## config.mk

```make
export PLATFORM = sky130hd
export DESIGN_NAME = ind_reg_bridge
export DESIGN_NICKNAME = d
export VERILOG_FILES = /design/src/rtl/ibr_pkg.sv /design/src/rtl/ibr_cmd_decode.sv /design/src/rtl/ibr_bus_master.sv /design/src/rtl/ibr_regfile.sv /design/src/rtl/ind_reg_bridge.sv
export SDC_FILE = /design/constraint.sdc
export NUM_CORES = 1
export LEC_CHECK = 0
export ABC_AREA = 1
export CORE_MARGIN = 4
export CORE_UTILIZATION = 65
export CTS_CLUSTER_DIAMETER = 120
export DETAILED_ROUTE_END_ITERATION = 8
export DONT_BUFFER_PORTS = 1
export PLACE_DENSITY = 0.87
export SETUP_SLACK_MARGIN = 0.02
export SLEW_MARGIN = 10
export SYNTH_ARGS = -nofsm -noshare
export SYNTH_HDL_FRONTEND = slang
export SYNTH_SLANG_ARGS = --single-unit
export TNS_END_PERCENT = 20
```

## constraint.sdc

```tcl
create_clock -name clk -period 10.8 [get_ports clk]
set_input_delay 1.08 -clock clk [delete_from_list [all_inputs] [get_ports clk]]
set_output_delay 1.08 -clock clk [all_outputs]
set_load 0.05 [all_outputs]
```

## src/rtl/ibr_pkg.sv

```systemverilog
package ibr_pkg;
  localparam int WORD_W     = 64;
  localparam int TADDR_W    = 32;
  localparam int BDATA_W    = 32;
  localparam int SZ_W       = 4;
  localparam int CMD_RD_BIT = 48;
  localparam int CMD_SZ_LO  = 56;
  localparam int DONE_BIT   = 11;
  localparam int RDATA_LO   = 26;

  typedef enum logic [1:0] {
    SEL_CTRL = 2'd0,
    SEL_RSTR = 2'd1,
    SEL_STAT = 2'd2,
    SEL_DATA = 2'd3
  } reg_sel_e;

  typedef enum logic [1:0] {
    BM_IDLE = 2'd0,
    BM_REQ  = 2'd1,
    BM_WAIT = 2'd2
  } bm_state_e;

  typedef struct packed {
    logic                rd;
    logic [SZ_W-1:0]     size;
    logic [TADDR_W-1:0]  addr;
  } cmd_t;
endpackage

```

## src/rtl/ibr_cmd_decode.sv

```systemverilog
module ibr_cmd_decode
  import ibr_pkg::*;
#(
  parameter int MAX_BYTES = 8
) (
  input  logic [WORD_W-1:0] word_i,
  output cmd_t              cmd_o,
  output logic              oversize_o
);
  localparam logic [SZ_W:0] LIMIT = (SZ_W+1)'(MAX_BYTES);

  logic unused_fields;
  assign unused_fields = ^{word_i[WORD_W-1:CMD_SZ_LO+SZ_W],
                           word_i[CMD_SZ_LO-1:CMD_RD_BIT+1],
                           word_i[CMD_RD_BIT-1:TADDR_W]};

  always_comb begin
    cmd_o.rd   = word_i[CMD_RD_BIT];
    cmd_o.size = word_i[CMD_SZ_LO +: SZ_W];
    cmd_o.addr = word_i[TADDR_W-1:0];
    oversize_o = {1'b0, cmd_o.size} > LIMIT;
  end
endmodule

```

## src/rtl/ibr_bus_master.sv

```systemverilog
module ibr_bus_master
  import ibr_pkg::*;
(
  input  logic               clk,
  input  logic               rst_n,
  input  logic               ctrl_wr_i,
  input  cmd_t               cmd_i,
  input  logic               oversize_i,
  input  logic [BDATA_W-1:0] wdata_i,
  output logic               launch_o,
  output logic               busy_o,
  output logic               bus_req_valid_o,
  input  logic               bus_req_ready_i,
  output logic               bus_req_write_o,
  output logic [TADDR_W-1:0] bus_req_addr_o,
  output logic [SZ_W-1:0]    bus_req_size_o,
  output logic [BDATA_W-1:0] bus_req_wdata_o,
  input  logic               bus_rsp_valid_i,
  input  logic               bus_rsp_err_i,
  input  logic [BDATA_W-1:0] bus_rsp_rdata_i,
  output logic               done_stb_o,
  output logic               done_rd_o,
  output logic               done_err_o,
  output logic [BDATA_W-1:0] done_rdata_o
);
  bm_state_e          state_q, state_d;
  logic               write_q;
  logic [TADDR_W-1:0] addr_q;
  logic [SZ_W-1:0]    size_q;
  logic [BDATA_W-1:0] wdata_q;
  logic               launch;

  assign launch = ctrl_wr_i && !oversize_i && (state_q == BM_IDLE);

  always_comb begin
    state_d = state_q;
    case (state_q)
      BM_IDLE: if (launch)          state_d = BM_REQ;
      BM_REQ:  if (bus_req_ready_i) state_d = BM_WAIT;
      BM_WAIT: if (bus_rsp_valid_i) state_d = BM_IDLE;
      default:                      state_d = BM_IDLE;
    endcase
  end

  always_ff @(posedge clk or negedge rst_n) begin
    if (!rst_n) state_q <= BM_IDLE;
    else        state_q <= state_d;
  end

  always_ff @(posedge clk or negedge rst_n) begin
    if (!rst_n) begin
      write_q <= 1'b0;
      addr_q  <= '0;
      size_q  <= '0;
      wdata_q <= '0;
    end else if (launch) begin
      write_q <= !cmd_i.rd;
      addr_q  <= cmd_i.addr;
      size_q  <= cmd_i.size;
      wdata_q <= wdata_i;
    end
  end

  assign launch_o        = launch;
  assign busy_o          = (state_q != BM_IDLE);
  assign bus_req_valid_o = (state_q == BM_REQ);
  assign bus_req_write_o = write_q;
  assign bus_req_addr_o  = addr_q;
  assign bus_req_size_o  = size_q;
  assign bus_req_wdata_o = wdata_q;
  assign done_stb_o      = (state_q == BM_WAIT) && bus_rsp_valid_i;
  assign done_rd_o       = !write_q;
  assign done_err_o      = bus_rsp_err_i;
  assign done_rdata_o    = bus_rsp_rdata_i;

  AST_REQ_HOLD: assert property (@(posedge clk) disable iff (!rst_n)
    bus_req_valid_o && !bus_req_ready_i |=> bus_req_valid_o && $stable(bus_req_addr_o)
      && $stable(bus_req_size_o) && $stable(bus_req_wdata_o));
  AST_SINGLE_XFER: assert property (@(posedge clk) disable iff (!rst_n)
    bus_req_valid_o && bus_req_ready_i |=> !bus_req_valid_o);
  AST_BUSY_FREEZE: assert property (@(posedge clk) disable iff (!rst_n)
    busy_o && ctrl_wr_i |=> $stable(bus_req_addr_o) && $stable(bus_req_wdata_o));
endmodule

```

## src/rtl/ibr_regfile.sv

```systemverilog
module ibr_regfile
  import ibr_pkg::*;
(
  input  logic               clk,
  input  logic               rst_n,
  input  logic               cfg_req_i,
  input  logic               cfg_we_i,
  input  reg_sel_e           sel_i,
  input  logic [WORD_W-1:0]  cfg_wdata_i,
  input  logic               launch_i,
  input  logic               done_stb_i,
  input  logic               done_rd_i,
  input  logic               done_err_i,
  input  logic [BDATA_W-1:0] done_rdata_i,
  output logic [BDATA_W-1:0] data_o,
  output logic               cfg_rvalid_o,
  output logic [WORD_W-1:0]  cfg_rdata_o
);
  logic [BDATA_W-1:0] data_q;
  logic [WORD_W-1:0]  stat_q, stat_d, result;
  logic [WORD_W-1:0]  rdata_d;
  logic               rd_acc, data_wr, stat_rd;

  logic unused_low;
  assign unused_low = ^cfg_wdata_i[WORD_W-BDATA_W-1:0];

  assign rd_acc  = cfg_req_i && !cfg_we_i;
  assign data_wr = cfg_req_i && cfg_we_i && (sel_i == SEL_DATA);
  assign stat_rd = rd_acc && (sel_i == SEL_STAT);

  always_comb begin
    result           = '0;
    result[DONE_BIT] = 1'b1;
    if (done_rd_i)
      result[RDATA_LO +: BDATA_W] = done_err_i ? {BDATA_W{1'b1}} : done_rdata_i;
  end

  always_comb begin
    stat_d = stat_q;
    if (done_stb_i)    stat_d = result;
    else if (launch_i) stat_d = '0;
    else if (stat_rd)  stat_d = '0;
  end

  always_comb begin
    rdata_d = '0;
    case (sel_i)
      SEL_STAT: rdata_d = stat_q;
      SEL_DATA: rdata_d = {data_q, {(WORD_W-BDATA_W){1'b0}}};
      default:  rdata_d = '0;
    endcase
  end

  always_ff @(posedge clk or negedge rst_n) begin
    if (!rst_n)       data_q <= '0;
    else if (data_wr) data_q <= cfg_wdata_i[WORD_W-1 -: BDATA_W];
  end

  always_ff @(posedge clk or negedge rst_n) begin
    if (!rst_n) stat_q <= '0;
    else        stat_q <= stat_d;
  end

  always_ff @(posedge clk or negedge rst_n) begin
    if (!rst_n) begin
      cfg_rvalid_o <= 1'b0;
      cfg_rdata_o  <= '0;
    end else begin
      cfg_rvalid_o <= rd_acc;
      if (rd_acc) cfg_rdata_o <= rdata_d;
    end
  end

  assign data_o = data_q;

  AST_RVALID_NEXT: assert property (@(posedge clk) disable iff (!rst_n)
    rd_acc |=> cfg_rvalid_o);
  AST_STAT_CLEARED: assert property (@(posedge clk) disable iff (!rst_n)
    stat_rd && !done_stb_i |=> stat_q == '0);
  AST_DONE_POSTED: assert property (@(posedge clk) disable iff (!rst_n)
    done_stb_i |=> stat_q[DONE_BIT]);
  AST_DATA_KEEP: assert property (@(posedge clk) disable iff (!rst_n)
    !data_wr |=> $stable(data_q));
  AST_STAT_HOLD: assert property (@(posedge clk) disable iff (!rst_n)
    !done_stb_i && !launch_i && !stat_rd |=> $stable(stat_q));
endmodule

```

## src/rtl/ind_reg_bridge.sv

```systemverilog
module ind_reg_bridge
  import ibr_pkg::*;
#(
  parameter int CFG_AW    = 8,
  parameter int SEL_LSB   = 3,
  parameter int MAX_BYTES = 8
) (
  input  logic              clk,
  input  logic              rst_n,
  input  logic              cfg_req,
  input  logic              cfg_we,
  input  logic [CFG_AW-1:0] cfg_addr,
  input  logic [63:0]       cfg_wdata,
  output logic              cfg_rvalid,
  output logic [63:0]       cfg_rdata,
  output logic              bus_req_valid,
  input  logic              bus_req_ready,
  output logic              bus_req_write,
  output logic [31:0]       bus_req_addr,
  output logic [3:0]        bus_req_size,
  output logic [31:0]       bus_req_wdata,
  input  logic              bus_rsp_valid,
  input  logic              bus_rsp_err,
  input  logic [31:0]       bus_rsp_rdata
);
  logic               rst_meta, rst_sync;
  reg_sel_e           sel;
  cmd_t               cmd;
  logic               oversize, ctrl_wr, launch, busy;
  logic               done_stb, done_rd, done_err;
  logic [BDATA_W-1:0] done_rdata, data_val;

  logic unused_addr;
  assign unused_addr = ^cfg_addr;

  always_ff @(posedge clk or negedge rst_n) begin
    if (!rst_n) begin
      rst_meta <= 1'b0;
      rst_sync <= 1'b0;
    end else begin
      rst_meta <= 1'b1;
      rst_sync <= rst_meta;
    end
  end

  assign sel     = reg_sel_e'(cfg_addr[SEL_LSB+1:SEL_LSB]);
  assign ctrl_wr = cfg_req && cfg_we && (sel == SEL_CTRL);

  ibr_cmd_decode #(.MAX_BYTES(MAX_BYTES)) u_dec (
    .word_i     (cfg_wdata),
    .cmd_o      (cmd),
    .oversize_o (oversize)
  );

  ibr_bus_master u_bm (
    .clk             (clk),
    .rst_n           (rst_sync),
    .ctrl_wr_i       (ctrl_wr),
    .cmd_i           (cmd),
    .oversize_i      (oversize),
    .wdata_i         (data_val),
    .launch_o        (launch),
    .busy_o          (busy),
    .bus_req_valid_o (bus_req_valid),
    .bus_req_ready_i (bus_req_ready),
    .bus_req_write_o (bus_req_write),
    .bus_req_addr_o  (bus_req_addr),
    .bus_req_size_o  (bus_req_size),
    .bus_req_wdata_o (bus_req_wdata),
    .bus_rsp_valid_i (bus_rsp_valid),
    .bus_rsp_err_i   (bus_rsp_err),
    .bus_rsp_rdata_i (bus_rsp_rdata),
    .done_stb_o      (done_stb),
    .done_rd_o       (done_rd),
    .done_err_o      (done_err),
    .done_rdata_o    (done_rdata)
  );

  ibr_regfile u_rf (
    .clk          (clk),
    .rst_n        (rst_sync),
    .cfg_req_i    (cfg_req),
    .cfg_we_i     (cfg_we),
    .sel_i        (sel),
    .cfg_wdata_i  (cfg_wdata),
    .launch_i     (launch),
    .done_stb_i   (done_stb),
    .done_rd_i    (done_rd),
    .done_err_i   (done_err),
    .done_rdata_i (done_rdata),
    .data_o       (data_val),
    .cfg_rvalid_o (cfg_rvalid),
    .cfg_rdata_o  (cfg_rdata)
  );

  AST_OVERSIZE_DROP: assert property (@(posedge clk) disable iff (!rst_sync)
    ctrl_wr && oversize && !busy |=> !bus_req_valid);
endmodule

```

==> implementation parameters, run 1 <==
Parameter                              Value

Floorplanning
  Width of the die    114 µm
  Ports placed on the boundary    246
  Row Count    38
  Placeable Area    0.0109 mm²
  Effective utilization at floorplan    66.7%
  Floorplan die area    0.0129 mm²
  Floorplan die height    114 µm

Final layout
  Non-Filler Cell Area, Final    0.00767 mm²
  Most frequent standard cell in the layout excluding fill and tap cells    sky130_fd_sc_hd__nand2_1
  Synth-to-Final Area Change    5.65%
  Number of nets in the final layout    858
  Top library cells by usage in the layout, fill and taps aside    232 x sky130_fd_sc_hd__nand2_1, 177 x sky130_fd_sc_hd__dfrtp_1, 120 x sky130_fd_sc_hd__nand3_1
  Ratio of cells with drive above 1 in the final layout    7.78%
  Number of non-filler instances in the completed layout    898
  Post-layout util    70.5%
  Ant diodes    0
  Filler Cells Inserted    792

STA
  Shortest clock period the worst path allows after layout    3.29 ns
  Setup skew after layout    0.0128 ns
  RSZ-0062 raised after global routing    no
  Highest Clock Rate    304 MHz
  Hold Fails Final Rpt    0
  Relative slew slack    22.8%
  Worst-Margin Slew    1.16 ns
  Setup-violating endpoint count in the final report    0
  Setup TNS    0 ns
  Count of pins over their slew limit    0
  Worst path setup slack after routing    7.51 ns
  Share of the clock period used by the worst path    30.4%
  Hold slack final    0.244 ns

Critical path
  Required @ worst endpoint    11.16 ns
  Cell chain of the critical path    inv_2, nand3_1, nand2_1, nand2_4, buf_4, o31ai_1
  CP startpoint    cfg_wdata[58]
  Crit Reg-Reg Startpoint    u_bm.state_q[1]$_DFFE_PN0P_
  Largest fanout on the critical path    103
  Library cell contributing the largest single delay on the critical path    sky130_fd_sc_hd__buf_4
  Minimum setup slack among reg-to-reg paths    8.04 ns
  Startpoint types    input pin
  Worst R2R End    u_bm.bus_req_size_o[2]$_DFFE_PN0P_
  Delay contributed by the slowest stage of the critical path    0.87 ns
  Number of cells on the worst reg-to-reg path    7
  Critical Path Sink Type    register
  Crit path max-delay family    simple AND/OR/NAND/NOR gates
  Cell depth of the worst setup path    6
  Data arrival time of the worst path    3.64 ns
  Setup CP Type    in -> reg
  Last element of the critical path    u_bm.state_q[0]$_DFFE_PN0P_
  Number of buffer and inverter instances along the worst setup path    2

Clock tree
  Clock transition at the register clock pins on the worst setup and hold paths after CTS    0.07 ns
  Clk sinks    178
  Number of setup buffers added after CTS    0
  CTS root buf    sky130_fd_sc_hd__clkbuf_8
  CTS hold repair buffers    0
  Post-CTS sizing    0
  Clock buffer count from CTS    17
  Clock tree buffer depth    2
  Clk Latency, worst-skew pair    0.53 ns
  CTS tree    built
  Depth of the CTS H-tree    4

Yosys
  #FFs+latches synth    178
  Register area share after synthesis    61.3%
  Post-synthesis instance area    0.00726 mm²
  Largest cells by area after synthesis    sky130_fd_sc_hd__dfrtp_1 61%, sky130_fd_sc_hd__nand2_1 12%, sky130_fd_sc_hd__nand3_1 8.3%
  Number of distinct library cells after synthesis    20
  Mean cell area of the mapped netlist    9.42 µm²
  Cell taking the most area after synthesis    sky130_fd_sc_hd__dfrtp_1
  Post-Synthesis Cells    771
  Area share of the leading cell type in the synthesized netlist    61.3%
  Number of synthesis warnings    0

Run status
  Outcome    finished, final reports clean

Placement
  Placer congestion estimate    0.847
  Place WS    7.01 ns
  Buffers added on ports    0
  Placed insts    868
  Post-Place Cell Area    0.00713 mm²
  Half-perimeter wire length after placement    11,600 µm

Routing
  DRT Wirelength    17,400 µm
  Via density per instance    5.92
  Length of the first detailed-routing pass in iterations    5
  Post-detailed-route count of antenna-violating nets    0
  DRC violation count after routing    0
  Average detailed-routed wire length per instance    19.4 µm
  First DRT Iteration DRCs    623
  Detailed-route via count    5,312

Pwr
  Total power per unit cell area    259 mW/mm²
  Highest ir drop seen on vdd    0.139 mV
  Leak pwr    3.88 nW
  Final Total Pwr    1.98 mW

Worst hold path
  Worst hold-check path type    in -> async

Flow run
  Max-cap violations    0

Global route
  Total gr overflow    0
  Number of antenna violations at the first check in global routing    0
  Pin count of the biggest net entering global routing    104
  Vias in the first global route    5,539
  Combined global-route utilization of all metal layers    27.8%
  Wire length of the first global-routing pass    28,100 µm
[worst register-to-register path, delay by kind of cell, from the launching register on]
kind / cells / cell delay, ns
buffers and inverters: 1 / 0.60
and+or+nand+nor: 5 / 1.51
DFF: 1 / 0.42
AOI/OAI and AO/OA: 1 / 0.09
[where the power goes]
| group | internal (mW) | switching [mW] |
|---|---|---|
| sequential | 0.798 | 0.420 |
| combinational | 0.0653 | 0.130 |
| clock | 0.322 | 0.249 |
[Yosys cell counts, drive strengths merged]
master and instances:
a22o 7, buf 52, clkbuf 21, conb 2, dfrtp 178, inv 41, nand2 234, nand3 120
nor2 8, o21ai 101, o31ai 7
[routing by layer]
metal | vias up | GRT usage [%] | routed length, µm
met5 | - | 0 | 0
met4 | 0 | 10.4 | 352
met3 | 30 | 8.97 | 1550
met2 | 263 | 46.7 | 8820
met1 | 2614 | 33.8 | 6710
li1 | 2405 | - | -
[worst min-delay path by stage]
stage | start | end | slack, ns | cells past startpoint
detailed placement | rst_meta$_DFF_PN0_ | rst_sync$_DFF_PN0_ | 0.34 | 0
finish | rst_n | rst_sync$_DFF_PN0_ | 0.24 | 0
global placement | rst_meta$_DFF_PN0_ | rst_sync$_DFF_PN0_ | 0.34 | 0
global route | rst_n | rst_meta$_DFF_PN0_ | 0.22 | 0
CTS | rst_n | rst_sync$_DFF_PN0_ | 0.22 | 0
floorplan | rst_meta$_DFF_PN0_ | rst_sync$_DFF_PN0_ | 0.33 | 0
[logic make-up after synthesis]
logic type | after synthesis | share of synthesized area (%)
flip-flops | 178 | 61.3
AO/OA/AOI/OAI | 115 | 9.05
other | 2 | 0.103
buffers and inverters | 114 | 8.43
AND/OR/NAND/NOR | 362 | 21.1
[area by class of cell]
| type | instances | area, µm² | share of cell area [%] |
|---|---|---|---|
| flip-flops and latches | 178 | 4460 | 58.1 |
| multi-input cells | 503 | 2300 | 29.9 |
| clock buffers | 22 | 463 | 6.03 |
| well taps | 140 | 175 | 2.28 |
| inverters | 41 | 154 | 2.01 |
| clock inverters | 8 | 81.3 | 1.06 |
| repair buffers | 6 | 45.0 | 0.587 |
[registers in the layout, summed over array words and instances (netlist names), 2 cells and up]
signal                cells
u_rf.stat_q              33
u_bm.bus_req_size_o       4
u_bm.bus_req_addr_o      32
u_rf.cfg_rdata_o         39
u_bm.state_q              2
u_bm.bus_req_wdata_o     32
u_rf.data_o              32
Note: power is estimated with default switching activity, not from simulation.
==> run 2, diff against run 1 <==
--- a/config.mk
+++ b/config.mk
@@ -7,11 +7,11 @@
 export LEC_CHECK = 0
 export ABC_AREA = 1
 export CORE_MARGIN = 4
-export CORE_UTILIZATION = 65
+export CORE_UTILIZATION = 63
 export CTS_CLUSTER_DIAMETER = 120
 export DETAILED_ROUTE_END_ITERATION = 8
 export DONT_BUFFER_PORTS = 1
-export PLACE_DENSITY = 0.87
+export PLACE_DENSITY = 0.85
 export SETUP_SLACK_MARGIN = 0.02
 export SLEW_MARGIN = 10
 export SYNTH_ARGS = -nofsm -noshare
==> constraint.sdc (replaced) <==
create_clock -name clk -period 3.42 [get_ports clk]
set_input_delay 0.342 -clock clk [delete_from_list [all_inputs] [get_ports clk]]
set_output_delay 0.342 -clock clk [all_outputs]
set_load 0.05 [all_outputs]
==> implementation parameters, run 2 (synthesis results as in run 1) <==
Parameter                              Value

Run status
  Outcome    finished, final reports clean

Global route
  Vias in the first global route    5,394
  Pin count of the biggest net entering global routing    100
  Combined global-route utilization of all metal layers    27.9%
  Number of antenna violations at the first check in global routing    0
  Wire length of the first global-routing pass    28,200 µm
  Total gr overflow    0

Pwr
  Total power per unit cell area    851 mW/mm²
  Leak pwr    4.00 nW
  Highest ir drop seen on vdd    0.628 mV
  Final Total Pwr    6.72 mW

Floorplanning
  Width of the die    115 µm
  Row Count    38
  Placeable Area    0.0111 mm²
  Floorplan die height    115 µm
  Ports placed on the boundary    246
  Effective utilization at floorplan    65.6%
  Floorplan die area    0.0133 mm²

Clock tree
  Clk Latency, worst-skew pair    0.43 ns
  CTS root buf    sky130_fd_sc_hd__clkbuf_16
  Depth of the CTS H-tree    4
  Post-CTS sizing    0
  CTS tree    built
  Clk sinks    178
  Clock tree buffer depth    2
  Clock buffer count from CTS    17
  Number of setup buffers added after CTS    0
  CTS hold repair buffers    3
  Clock transition at the register clock pins on the worst setup and hold paths after CTS    0.06 ns

Critical path
  Most frequent CP cell    sky130_fd_sc_hd__nand2_1
  Data arrival time of the worst path    2.70 ns
  Startpoint types    register
  Minimum setup slack among reg-to-reg paths    1.03 ns
  Crit Reg-Reg Startpoint    u_bm.state_q[1]$_DFFE_PN0P_
  Number of cells on the worst reg-to-reg path    7
  Critical Path Sink Type    register
  Library cell contributing the largest single delay on the critical path    sky130_fd_sc_hd__nor2_4
  CP startpoint    u_bm.state_q[1]$_DFFE_PN0P_
  Delay contributed by the slowest stage of the critical path    0.55 ns
  Setup CP Type    reg -> reg
  Cell chain of the critical path    nor2_1, nand2_1, nor2_4, nand2_4, buf_12, nand2_1, o21ai_2
  Required @ worst endpoint    3.73 ns
  Largest fanout on the critical path    99
  Last element of the critical path    u_bm.bus_req_wdata_o[10]$_DFFE_PN0P_
  Worst R2R End    u_bm.bus_req_wdata_o[10]$_DFFE_PN0P_

Placement
  Post-Place Cell Area    0.00718 mm²
  Half-perimeter wire length after placement    11,900 µm
  Placer congestion estimate    0.846
  Buffers added on ports    0

Routing
  DRT Wirelength    17,900 µm
  Length of the first detailed-routing pass in iterations    5
  Detailed-route via count    5,366
  First DRT Iteration DRCs    605
  Post-detailed-route count of antenna-violating nets    0
  Via density per instance    5.92
  DRC violation count after routing    0
  Average detailed-routed wire length per instance    19.7 µm

Worst hold path
  Worst hold-check path type    in -> reg

STA
  Share of the clock period used by the worst path    69.8%
  Setup skew after layout    0.00648 ns
  Relative slew slack    30.6%
  Highest Clock Rate    419 MHz
  Setup TNS    0 ns
  Setup-violating endpoint count in the final report    0
  Count of pins over their slew limit    0
  Hold slack final    0.0124 ns
  RSZ-0062 raised after global routing    no
  Shortest clock period the worst path allows after layout    2.39 ns
  Hold Fails Final Rpt    0
  Worst-Margin Slew    1.04 ns

Final layout
  Most frequent standard cell in the layout excluding fill and tap cells    sky130_fd_sc_hd__nand2_1
  Largest reg by FF count    u_rf.cfg_rdata_o
  Ratio of cells with drive above 1 in the final layout    8.62%
  Number of nets in the final layout    864
  Top library cells by usage in the layout, fill and taps aside    232 x sky130_fd_sc_hd__nand2_1, 177 x sky130_fd_sc_hd__dfrtp_1, 120 x sky130_fd_sc_hd__nand3_1
  Largest regs    u_rf.cfg_rdata_o: 39 flops, u_rf.stat_q: 33 flops
  Non-Filler Cell Area, Final    0.00790 mm²
  Ant diodes    0
  Max FFs per register    39
  Synth-to-Final Area Change    8.77%
  Post-layout util    71.3%

Flow run
  Max-cap violations    0
## run 2: cell types whose count changed in the layout (fill, tap and decap cells not counted), sizes merged
cell,delta
dlygate4sd3,+3
clkbuf,-5
buf,+3
bufinv,+6
clkinvlp,-3
clkinv,+4
## run 2: worst min-delay path by stage
stage	start	end	cells past startpoint
floorplan	rst_n	rst_meta$_DFF_PN0_	0
global placement	rst_n	rst_meta$_DFF_PN0_	0
detailed placement	rst_n	rst_meta$_DFF_PN0_	0
CTS	bus_rsp_valid	u_bm.state_q[1]$_DFFE_PN0P_	1
global route	bus_rsp_valid	u_bm.state_q[1]$_DFFE_PN0P_	1
finish	bus_rsp_valid	u_bm.state_q[1]$_DFFE_PN0P_	1
## run 2: report_power, final
part	total [mW]	switching [mW]	internal (mW)	leakage (nW)
logic	0.628	0.415	0.214	1.38
registers	3.85	1.33	2.52	2.29
clock network	2.25	0.810	1.44	0.333
## run 2: through the flow
step	setup slack, ns	instances
6_report	1.03	906
5_1_grt	0.761	906
4_1_cts	1.04	906
3_5_place_dp	1.06	871
3_3_place_gp	1.17	871
2_1_floorplan	0.480	795
## run 2: worst max-delay path, delay by kind of cell, from the launching register on
family	cells	cell delay, ns
AOI/OAI and AO/OA	1	0.07
buffers and inverters	1	0.39
DFF	1	0.42
and+or+nand+nor	5	1.34
## run 2: area by class of cell
| cell class | instances | area [µm²] |
|---|---|---|
| Sequential cell | 178 | 4460 |
| Timing Repair Buffer | 12 | 123 |
| Fill cell | 779 | 3180 |
| Inverter | 41 | 154 |
| Tap cell | 140 | 175 |
| Clock buffer | 17 | 425 |
| Multi-Input combinational cell | 503 | 2300 |
| Clock inverter | 15 | 263 |
## run 2: per-layer routing
layer | up-vias | track usage (%) | part of all wire (%)
li1 | 2419 | - | -
met1 | 2601 | 33.6 | 36
met2 | 312 | 45.9 | 51
met3 | 34 | 11.6 | 11
met4 | 0 | 9.23 | 1.8
met5 | - | 0 | 0
